## src/rtl/ra_pkg.sv

```systemverilog
package ra_pkg;

  // Mode of the controller. Normal -> run ahead -> one exit cycle -> normal.
  typedef enum logic [1:0] {
    RA_NORM = 2'd0,
    RA_RUN  = 2'd1,
    RA_EXIT = 2'd2
  } ra_state_e;

endpackage

```

## src/rtl/ra_miss_arb.sv

```systemverilog
// Picks one miss per cycle; the data side is older in the pipe and wins.
module ra_miss_arb #(
  parameter int PC_W   = 32,
  parameter int LINE_W = 26,
  parameter int REG_W  = 5
) (
  input  logic              d_vld,
  input  logic [PC_W-1:0]   d_pc,
  input  logic [LINE_W-1:0] d_line,
  input  logic              d_load,
  input  logic [REG_W-1:0]  d_dst,
  input  logic              d_busy,
  input  logic              i_vld,
  input  logic [PC_W-1:0]   i_pc,
  input  logic [LINE_W-1:0] i_line,
  input  logic              i_busy,
  output logic              m_vld,
  output logic [PC_W-1:0]   m_pc,
  output logic [LINE_W-1:0] m_line,
  output logic              m_load,
  output logic [REG_W-1:0]  m_dst,
  output logic              m_busy
);

  always_comb begin
    m_vld = d_vld | i_vld;
    if (d_vld) begin
      m_pc   = d_pc;
      m_line = d_line;
      m_load = d_load;
      m_dst  = d_dst;
      m_busy = d_busy;
    end else begin
      m_pc   = i_pc;
      m_line = i_line;
      m_load = 1'b0;
      m_dst  = '0;
      m_busy = i_busy;
    end
  end

endmodule

```

## src/rtl/ra_origin.sv

```systemverilog
// Holds the faulting address and line of the miss that started runahead.
module ra_origin #(
  parameter int PC_W   = 32,
  parameter int LINE_W = 26
) (
  input  logic              clk,
  input  logic              rst_n,
  input  logic              cap_en,
  input  logic [PC_W-1:0]   cap_pc,
  input  logic [LINE_W-1:0] cap_line,
  input  logic              fill_done,
  input  logic [LINE_W-1:0] fill_line,
  output logic [PC_W-1:0]   o_pc,
  output logic [LINE_W-1:0] o_line,
  output logic              fill_hit
);

  logic [PC_W-1:0]   pc_d;
  logic [LINE_W-1:0] line_d;

  always_comb begin
    pc_d   = o_pc;
    line_d = o_line;
    if (cap_en) begin
      pc_d   = cap_pc;
      line_d = cap_line;
    end
  end

  always_ff @(posedge clk or negedge rst_n) begin
    if (!rst_n) begin
      o_pc   <= '0;
      o_line <= '0;
    end else begin
      o_pc   <= pc_d;
      o_line <= line_d;
    end
  end

  assign fill_hit = fill_done & (fill_line == o_line);

  // the record only moves on a capture
  p_hold_origin_r8: assert property (@(posedge clk) disable iff (!rst_n)
    !$past(cap_en) |-> ($stable(o_pc) && $stable(o_line)));

endmodule

```

## src/rtl/ra_mode_fsm.sv

```systemverilog
module ra_mode_fsm
  import ra_pkg::*;
(
  input  logic      clk,
  input  logic      rst_n,
  input  logic      miss_vld,
  input  logic      fill_hit,
  output ra_state_e state_q,
  output logic      enter,
  output logic      in_run
);

  ra_state_e state_d;

  always_comb begin
    state_d = state_q;
    unique case (state_q)
      RA_NORM: if (miss_vld) state_d = RA_RUN;
      RA_RUN:  if (fill_hit) state_d = RA_EXIT;
      RA_EXIT: state_d = RA_NORM;
      default: state_d = RA_NORM;
    endcase
  end

  always_ff @(posedge clk or negedge rst_n) begin
    if (!rst_n) state_q <= RA_NORM;
    else        state_q <= state_d;
  end

  assign enter  = (state_q == RA_NORM) & miss_vld;
  assign in_run = (state_q == RA_RUN);

  // the exit cycle is only reached from runahead
  p_exit_from_run_r6: assert property (@(posedge clk) disable iff (!rst_n)
    (state_q == RA_EXIT) |-> ($past(state_q) == RA_RUN));

endmodule

```

## src/rtl/ra_req_gen.sv

```systemverilog
// Registered request pulses: checkpoint, demand fill, prefetch, invalid mark.
module ra_req_gen #(
  parameter int LINE_W = 26,
  parameter int REG_W  = 5
) (
  input  logic              clk,
  input  logic              rst_n,
  input  logic              enter,
  input  logic              in_run,
  input  logic              m_vld,
  input  logic [LINE_W-1:0] m_line,
  input  logic              m_load,
  input  logic [REG_W-1:0]  m_dst,
  input  logic              m_busy,
  input  logic [LINE_W-1:0] o_line,
  output logic              save_q,
  output logic              dem_q,
  output logic [LINE_W-1:0] dem_line_q,
  output logic              pf_q,
  output logic [LINE_W-1:0] pf_line_q,
  output logic              inv_q,
  output logic [REG_W-1:0]  inv_reg_q
);

  logic              save_d, dem_d, pf_d, inv_d;
  logic [LINE_W-1:0] dem_line_d, pf_line_d;
  logic [REG_W-1:0]  inv_reg_d;

  always_comb begin
    save_d     = enter;
    dem_d      = enter & ~m_busy;
    inv_d      = enter & m_load;
    pf_d       = in_run & m_vld & ~m_busy & (m_line != o_line);
    dem_line_d = dem_d ? m_line : dem_line_q;
    pf_line_d  = pf_d  ? m_line : pf_line_q;
    inv_reg_d  = inv_d ? m_dst  : inv_reg_q;
  end

  always_ff @(posedge clk or negedge rst_n) begin
    if (!rst_n) begin
      save_q     <= 1'b0;
      dem_q      <= 1'b0;
      pf_q       <= 1'b0;
      inv_q      <= 1'b0;
      dem_line_q <= '0;
      pf_line_q  <= '0;
      inv_reg_q  <= '0;
    end else begin
      save_q     <= save_d;
      dem_q      <= dem_d;
      pf_q       <= pf_d;
      inv_q      <= inv_d;
      dem_line_q <= dem_line_d;
      pf_line_q  <= pf_line_d;
      inv_reg_q  <= inv_reg_d;
    end
  end

  // never a prefetch for the line already being filled
  p_pf_not_origin_r5: assert property (@(posedge clk) disable iff (!rst_n)
    pf_q |-> (pf_line_q != o_line));

endmodule

```

## src/rtl/ra_ctrl.sv

```systemverilog
module ra_ctrl
  import ra_pkg::*;
#(
  parameter int PC_W   = 32,
  parameter int LINE_W = 26,
  parameter int REG_W  = 5
) (
  input  logic              clk,
  input  logic              rst_n,
  input  logic              dmiss_vld,
  input  logic [PC_W-1:0]   dmiss_pc,
  input  logic [LINE_W-1:0] dmiss_line,
  input  logic              dmiss_load,
  input  logic [REG_W-1:0]  dmiss_dst,
  input  logic              dmiss_busy,
  input  logic              imiss_vld,
  input  logic [PC_W-1:0]   imiss_pc,
  input  logic [LINE_W-1:0] imiss_line,
  input  logic              imiss_busy,
  input  logic              fill_done,
  input  logic [LINE_W-1:0] fill_line,
  input  logic              st_req,
  output logic              ra_mode,
  output logic              ckpt_save,
  output logic              ckpt_restore,
  output logic              redirect_vld,
  output logic [PC_W-1:0]   redirect_pc,
  output logic              demand_vld,
  output logic [LINE_W-1:0] demand_line,
  output logic              pf_vld,
  output logic [LINE_W-1:0] pf_line,
  output logic              inv_vld,
  output logic [REG_W-1:0]  inv_reg,
  output logic              st_we
);

  logic              m_vld, m_load, m_busy;
  logic [PC_W-1:0]   m_pc;
  logic [LINE_W-1:0] m_line, o_line;
  logic [REG_W-1:0]  m_dst;
  logic              enter, in_run, fill_hit;
  ra_state_e         state_q;

  ra_miss_arb #(.PC_W(PC_W), .LINE_W(LINE_W), .REG_W(REG_W)) u_arb (
    .d_vld(dmiss_vld), .d_pc(dmiss_pc), .d_line(dmiss_line),
    .d_load(dmiss_load), .d_dst(dmiss_dst), .d_busy(dmiss_busy),
    .i_vld(imiss_vld), .i_pc(imiss_pc), .i_line(imiss_line), .i_busy(imiss_busy),
    .m_vld(m_vld), .m_pc(m_pc), .m_line(m_line), .m_load(m_load),
    .m_dst(m_dst), .m_busy(m_busy)
  );

  ra_origin #(.PC_W(PC_W), .LINE_W(LINE_W)) u_origin (
    .clk(clk), .rst_n(rst_n), .cap_en(enter), .cap_pc(m_pc), .cap_line(m_line),
    .fill_done(fill_done), .fill_line(fill_line),
    .o_pc(redirect_pc), .o_line(o_line), .fill_hit(fill_hit)
  );

  ra_mode_fsm u_fsm (
    .clk(clk), .rst_n(rst_n), .miss_vld(m_vld), .fill_hit(fill_hit),
    .state_q(state_q), .enter(enter), .in_run(in_run)
  );

  ra_req_gen #(.LINE_W(LINE_W), .REG_W(REG_W)) u_req (
    .clk(clk), .rst_n(rst_n), .enter(enter), .in_run(in_run),
    .m_vld(m_vld), .m_line(m_line), .m_load(m_load), .m_dst(m_dst),
    .m_busy(m_busy), .o_line(o_line),
    .save_q(ckpt_save), .dem_q(demand_vld), .dem_line_q(demand_line),
    .pf_q(pf_vld), .pf_line_q(pf_line), .inv_q(inv_vld), .inv_reg_q(inv_reg)
  );

  assign ra_mode      = (state_q != RA_NORM);
  assign ckpt_restore = (state_q == RA_EXIT);
  assign redirect_vld = (state_q == RA_EXIT);
  assign st_we        = st_req & (state_q == RA_NORM);

  // stores never reach memory while running ahead
  p_no_store_r4: assert property (@(posedge clk) disable iff (!rst_n)
    ra_mode |-> !st_we);

  // entry always carries a single checkpoint pulse
  p_save_on_entry_r3: assert property (@(posedge clk) disable iff (!rst_n)
    $rose(ra_mode) |-> ckpt_save);
  p_save_single_r3: assert property (@(posedge clk) disable iff (!rst_n)
    ckpt_save |=> !ckpt_save);

  // demand fills only on the entry cycle
  p_demand_entry_r2: assert property (@(posedge clk) disable iff (!rst_n)
    demand_vld |-> (ra_mode && !$past(ra_mode)));

  // prefetches only appear while in runahead
  p_pf_in_ra_r5: assert property (@(posedge clk) disable iff (!rst_n)
    pf_vld |-> ra_mode);

  // restore is followed by normal mode
  p_exit_seq_r6: assert property (@(posedge clk) disable iff (!rst_n)
    ckpt_restore |=> (!ra_mode && !ckpt_restore));

  // invalid mark rides with the checkpoint pulse
  p_inv_entry_r7: assert property (@(posedge clk) disable iff (!rst_n)
    inv_vld |-> ckpt_save);

  // recorded address steady across runahead
  p_pc_steady_r8: assert property (@(posedge clk) disable iff (!rst_n)
    (ra_mode && $past(ra_mode)) |-> $stable(redirect_pc));

endmodule

```

## config.mk

```make
export PLATFORM = sky130hd
export DESIGN_NAME = ra_ctrl
export DESIGN_NICKNAME = d
export VERILOG_FILES = /design/src/rtl/ra_pkg.sv /design/src/rtl/ra_miss_arb.sv /design/src/rtl/ra_origin.sv /design/src/rtl/ra_mode_fsm.sv /design/src/rtl/ra_req_gen.sv /design/src/rtl/ra_ctrl.sv
export SDC_FILE = /design/constraint.sdc
export NUM_CORES = 1
export LEC_CHECK = 0
export ABC_AREA = 0
export ABC_CLOCK_PERIOD_IN_PS = 4100
export BUFFER_PORTS_ARGS = -buffer_cell sky130_fd_sc_hd__buf_2
export CORE_ASPECT_RATIO = 0.5
export CORE_MARGIN = 4
export CORE_UTILIZATION = 45
export DETAILED_ROUTE_END_ITERATION = 7
export MAX_ROUTING_LAYER = met4
export PLACE_DENSITY = 0.76
export SLEW_MARGIN = 20
export SYNTH_ARGS = -nofsm -noshare
export SYNTH_HDL_FRONTEND = slang
export SYNTH_HIERARCHICAL = 1
export SYNTH_SLANG_ARGS = --single-unit
```

## constraint.sdc

```tcl
create_clock -name clk -period 4.1 [get_ports clk]
set_clock_uncertainty 0.1 [all_clocks]
set_input_delay 0.82 -clock clk [delete_from_list [all_inputs] [get_ports clk]]
set_output_delay 0.82 -clock clk [all_outputs]
set_load 0.01 [all_outputs]
```

---- Yosys cells after proc, flatten, opt, wreduce, memory -nomap -nowiden ----
Cells that the tools add are included.
storage, ports and cells
  register bits after elaboration ......... 121
  bits in latches ......................... 0
  RAM bits ................................ 0
  memory bits (read-only) ................. 0
  input port bits ......................... 156
  output and inout port bits .............. 97
  word-level logic and storage cells ...... 37
  memories ................................ 0
cells by class
  add/sub/neg operators ................... 0
  multiply operators ...................... 0
  div/mod/pow operators ................... 0
  magnitude comparators ................... 0
  equality and inequality tests ........... 6
  shift operators ......................... 0
  mux-type cells .......................... 8
  bitwise operators ....................... 10
  reductions and logical operators ........ 3
operators with widths
  kind                                                                    number
  32-bit 2-to-1 mux                                                       1
  26-bit equality test                                                    1
  26-bit 2-to-1 mux                                                       1
  26-bit != test                                                          1
  1-bit AND                                                               8
  5-bit 2-to-1 mux                                                        1
  2-bit 2-to-1 mux                                                        2
  2-bit one-hot mux with 2 select lines                                   1
  2-bit by 1-bit equality test with 1-bit output (second input constant)  1
  2-bit equality test (second input constant)                             1
  2-bit logical NOT                                                       1
  1-bit 2-to-1 mux                                                        2
  2-bit by 1-bit != test with 1-bit output (second input constant)        1
  2-bit != test (second input constant)                                   1
  2-bit AND reduction                                                     1
  2-bit nonzero test                                                      1
  1-bit inverter                                                          1
  1-bit bitwise OR                                                        1

---- Longest topological paths before layout ----
  depth after elaboration ................. 4
  depth in mapped cells ................... 9
  depth with buffers taken out ............ 6

---- Hierarchy ----
Netlist, hierarchy kept.
by module, submodules not included
  module       times used  cells an instance  area an instance (sq um)  seq. area each (sq um)
  ra_req_gen   1           164                2602.5                    1526.5
  ra_origin    1           157                2421.1                    1451.4
  ra_miss_arb  1           73                 887.1                     0.0
  ra_mode_fsm  1           7                  88.8                      50.0
  ra_ctrl      1           4                  30.0                      0.0

---- Worst setup path after synthesis ----
Ideal clock, no wire load.
  path kind ............................... in2reg
  from .................................... input port dmiss_vld
  to ...................................... register u_req.pf_line_q[10]
  library setup time ...................... 0.125 ns
  data arrival time ....................... 2.662 ns
  data required time ...................... 3.875 ns
  path slack .............................. 1.213 ns
  stages on the path ...................... 9
  buffers on the path ..................... 3
  path through ............................ buf_6 buf_6 mux2_4 xnor2_1 nand4_1 nor3_1 a211oi_4 buf_6 mux2_4
on the way
  elaborated cells on any way between the ends .. 8
  classes of those cells .................. eq/ne (1); mux (2); bitwise (5)
RTL lines
  element               RTL line           source
  start, declared       ra_ctrl.sv:10      input logic dmiss_vld,
  26-bit 2-to-1 mux     ra_miss_arb.sv:27  if (d_vld) begin
  named net m_line[24]  ra_ctrl.sv:39      logic [LINE_W-1:0] m_line, o_line;
  26-bit != test        ra_req_gen.sv:33   pf_d = in_run & m_vld & ~m_busy & (m_line != o_line);
  1-bit AND             ra_req_gen.sv:33
  end signal, assigned  ra_req_gen.sv:54   pf_line_q <= pf_line_d;
  end, declared         ra_req_gen.sv:20   output logic [LINE_W-1:0] pf_line_q,
The timed path passes the listed nets, and every way through them passes these cells.
A chain may end at the register's enable or synchronous reset.

---- Worst setup path after layout ----
  from .................................... input port dmiss_vld
  to ...................................... register u_req.pf_line_q[21]
The elaborated chain is that of the path after synthesis.

==> impl_metrics.env <==
export IMPL_setup_viol=0
export IMPL_cts_buffer_depth=2
export IMPL_ios=253
export IMPL_antenna_left=0
export IMPL_postCtsHoldBufs=0
export IMPL_wl_per_cell_um=18.3
export IMPL_grt_first_pass_wirelength_um=23800
export IMPL_cts_resized=0
export IMPL_syn_instance_count=405
export IMPL_globalRouteTotalUtil=0.203
export IMPL_die_w_um=172
export IMPL_status="finished clean"
export IMPL_row_count=29
export IMPL_worstPathRequired_ns=4.28
export IMPL_start_kind="input port"
export IMPL_fin_crit_sh=0.785
export IMPL_coreArea_sq_mm=0.0129
export IMPL_post_dp_hpwl_um=11600
export IMPL_yosys_area_top_type_share=0.502
export IMPL_reg2reg_to="u_req/inv_reg_q[4]"
export IMPL_grt_max_degree=73
export IMPL_yosys_register_bits=121
export IMPL_drv_slew=0
export IMPL_postLayoutCoreUtil=0.621
export IMPL_ff2ff_setup_slack_ns=1.70
export IMPL_synth_area_sq_mm=0.00603
export IMPL_hold_class="flip-flop to flip-flop"
export IMPL_drive_gt1_frac=0.691
export IMPL_seq_area_frac_synth=0.502
export IMPL_reg2reg_from="u_fsm/state_q[0]"
export IMPL_synthDistinctLibCells=27
export IMPL_final_hold_viol_count=0
export IMPL_synthTopCellsByArea="dfrtp_1 (50%), mux2_2 (23%), mux2_4 (12%)"
export IMPL_critPathKind="input port to flip-flop"
export IMPL_area_delta_synth_final_pct=32.7
export IMPL_synthesis_nets=561
export IMPL_clkTransAtPathRegs_ns=0.05
export IMPL_die_height_um=89.9
export IMPL_clock_sinks=121
export IMPL_gr_total_overflow=0
export IMPL_min_delay_start="u_origin/o_pc[21]"
export IMPL_drt_pre_antenna_iters=4
export IMPL_rr_worst_depth=4
export IMPL_vias_per_cell=4.91
export IMPL_grt_pass1_vias=4411
export IMPL_antenna_cells=0
export IMPL_drtIter0Drc=246
export IMPL_cp_data_arrival_time_ns=3.40
export IMPL_place_congestion=0.820
export IMPL_wl_um=15500
export IMPL_power_density_mw_per_mm2=438
export IMPL_total_power_mw=3.51
export IMPL_clk_latency_ns=0.40
export IMPL_worstPathMaxFanout=38
export IMPL_max_cap_viol_count=0
export IMPL_clock_fmax_mhz=311
export IMPL_die_area_sq_mm=0.0154
export IMPL_postCtsSetupRepairBufs=0
export IMPL_htreeDepth=4
export IMPL_antenna_found_initial=0
export IMPL_synth_top_area_cell="dfrtp_1"
export IMPL_cts_root_buf="clkbuf_16"
export IMPL_p_leak_nw=3.96
export IMPL_hold_depth=1
export IMPL_vdd_drop_max_mv=0.229
export IMPL_tns_ns=0
export IMPL_holdPathEnd="u_origin/o_pc[21]"
export IMPL_io_buffers=252
export IMPL_initial_core_util=0.468
export IMPL_fin_nets=820
export IMPL_drc_errors=0
export IMPL_fin_crit_ns=3.22
export IMPL_whs_ns=0.398
export IMPL_num_vias=4155
export IMPL_cts_tree="done"
export IMPL_cts_buffers=17
export IMPL_slew_headroom=0.379
export IMPL_end_kind="flip-flop"
export IMPL_synthesis_yosys_warnings=6
export IMPL_grt_setup_unrepaired="no"
export IMPL_worstMarginPinSlew_ns=0.931
export IMPL_avgSynthCellArea_sq_um=14.9
==> through the flow <==
| step | cells | setup WS (ns) | cell area (sq um) |
|---|---|---|---|
| after detailed placement | 815 | 0.485 | 7450 |
| after global placement | 814 | 0.0307 | 7440 |
| after floorplan | 405 | 1.21 | 6030 |
| after CTS | 847 | 0.886 | 8000 |
| final | 847 | 0.880 | 8000 |
| after global routing | 847 | 0.831 | 8000 |
==> synthesized netlist by cell type <==
library cell	instances
mux2_2	122
dfrtp_1	121
xnor2_1	52
mux2_4	49
nand4_1	12
and2_1	7
buf_6	7
buf_2	6
buf_1	4
mux2_1	3
nand2_1	3
inv_1	2
nor3b_1	2
nor4_2	2
a211oi_1	1
a211oi_4	1
and2b_2	1
buf_4	1
clkbuf_1	1
nand2b_1	1
nand3_1	1
nor2_1	1
nor2b_4	1
nor3_1	1
or2_1	1
or2_2	1
or4_1	1
==> critical path, cell delays in order <==
cell and delay (ns):
buf_4 0.44, mux2_2 0.44, xnor2_1 0.16, nand4_1 0.15, nor4_2 0.08, a211oi_4 0.62, buf_4 0.36, mux2_4 0.32
==> report_power, final <==
part           total, mW  leakage, nW  internal (mW)  switching [mW]
logic              0.684         2.20          0.385           0.300
registers           1.44         1.49           1.34           0.101
clock network       1.38        0.262          0.834           0.549
total               3.51         3.96           2.56           0.949
==> metal layers <==
metal,global-route usage,part of all wire,vias up
li1,-,-,1966
met1,0.265,0.45,2028
met2,0.322,0.48,138
met3,0.0386,0.055,23
met4,0.0666,0.016,0
met5,-,0,-
==> cell usage in the layout (no fill, tap or decap), types with 2 or more instances in the layout <==
| master | count |
|---|---|
| clkbuf_16 | 17 |
| clkinv_4 | 5 |
| clkinvlp_4 | 4 |
| inv_1 | 2 |
| nor4_2 | 2 |
| mux2_2 | 122 |
| nand2_1 | 3 |
| clkinv_2 | 3 |
| buf_2 | 250 |
| dfrtp_1 | 121 |
| mux2_4 | 49 |
| nand4_1 | 12 |
| and2_1 | 7 |
| mux2_1 | 3 |
| xnor2_1 | 52 |
| buf_4 | 7 |
==> layout make-up <==
class	instances	area [sq um]
clock inverter	14	128
clock buffer	18	429
fill	1010	4880
sequential	121	3030
timing repair buffer	259	1340
multi-input combinational	263	2860
tap	170	213
inverter	2	7.51
==> registers in the layout, summed over array words and instances, names as in the netlist <==
register,cells
u_fsm/state_q,2
u_origin/o_line,26
u_origin/o_pc,32
u_req/dem_line_q,26
u_req/dem_q,1
u_req/inv_q,1
u_req/inv_reg_q,5
u_req/pf_line_q,26
u_req/pf_q,1
u_req/save_q,1
==> cell families (layout without fill, tap and decap cells) <==
logic type / Yosys count / after routing / share of synthesized area
simple gates: 35 / 35 / 0.0386
mux: 174 / 174 / 0.355
flops: 121 / 121 / 0.502
xor+xnor: 52 / 52 / 0.0755
buf+inv: 21 / 293 / 0.0237
compound gates: 2 / 2 / 0.00457
==> worst max path at each step <==
stage / start / endpoint / cells past startpoint
6_report: dmiss_vld / u_req/pf_line_q[21] / 8
5_1_grt: dmiss_vld / u_req/pf_line_q[21] / 8
4_1_cts: dmiss_vld / u_req/pf_line_q[17] / 8
3_5_place_dp: dmiss_vld / u_req/pf_line_q[17] / 8
3_3_place_gp: dmiss_vld / u_req/pf_line_q[14] / 8
2_1_floorplan: dmiss_vld / u_req/pf_line_q[10] / 9
No activity file was read; power rests on OpenSTA's default activity.
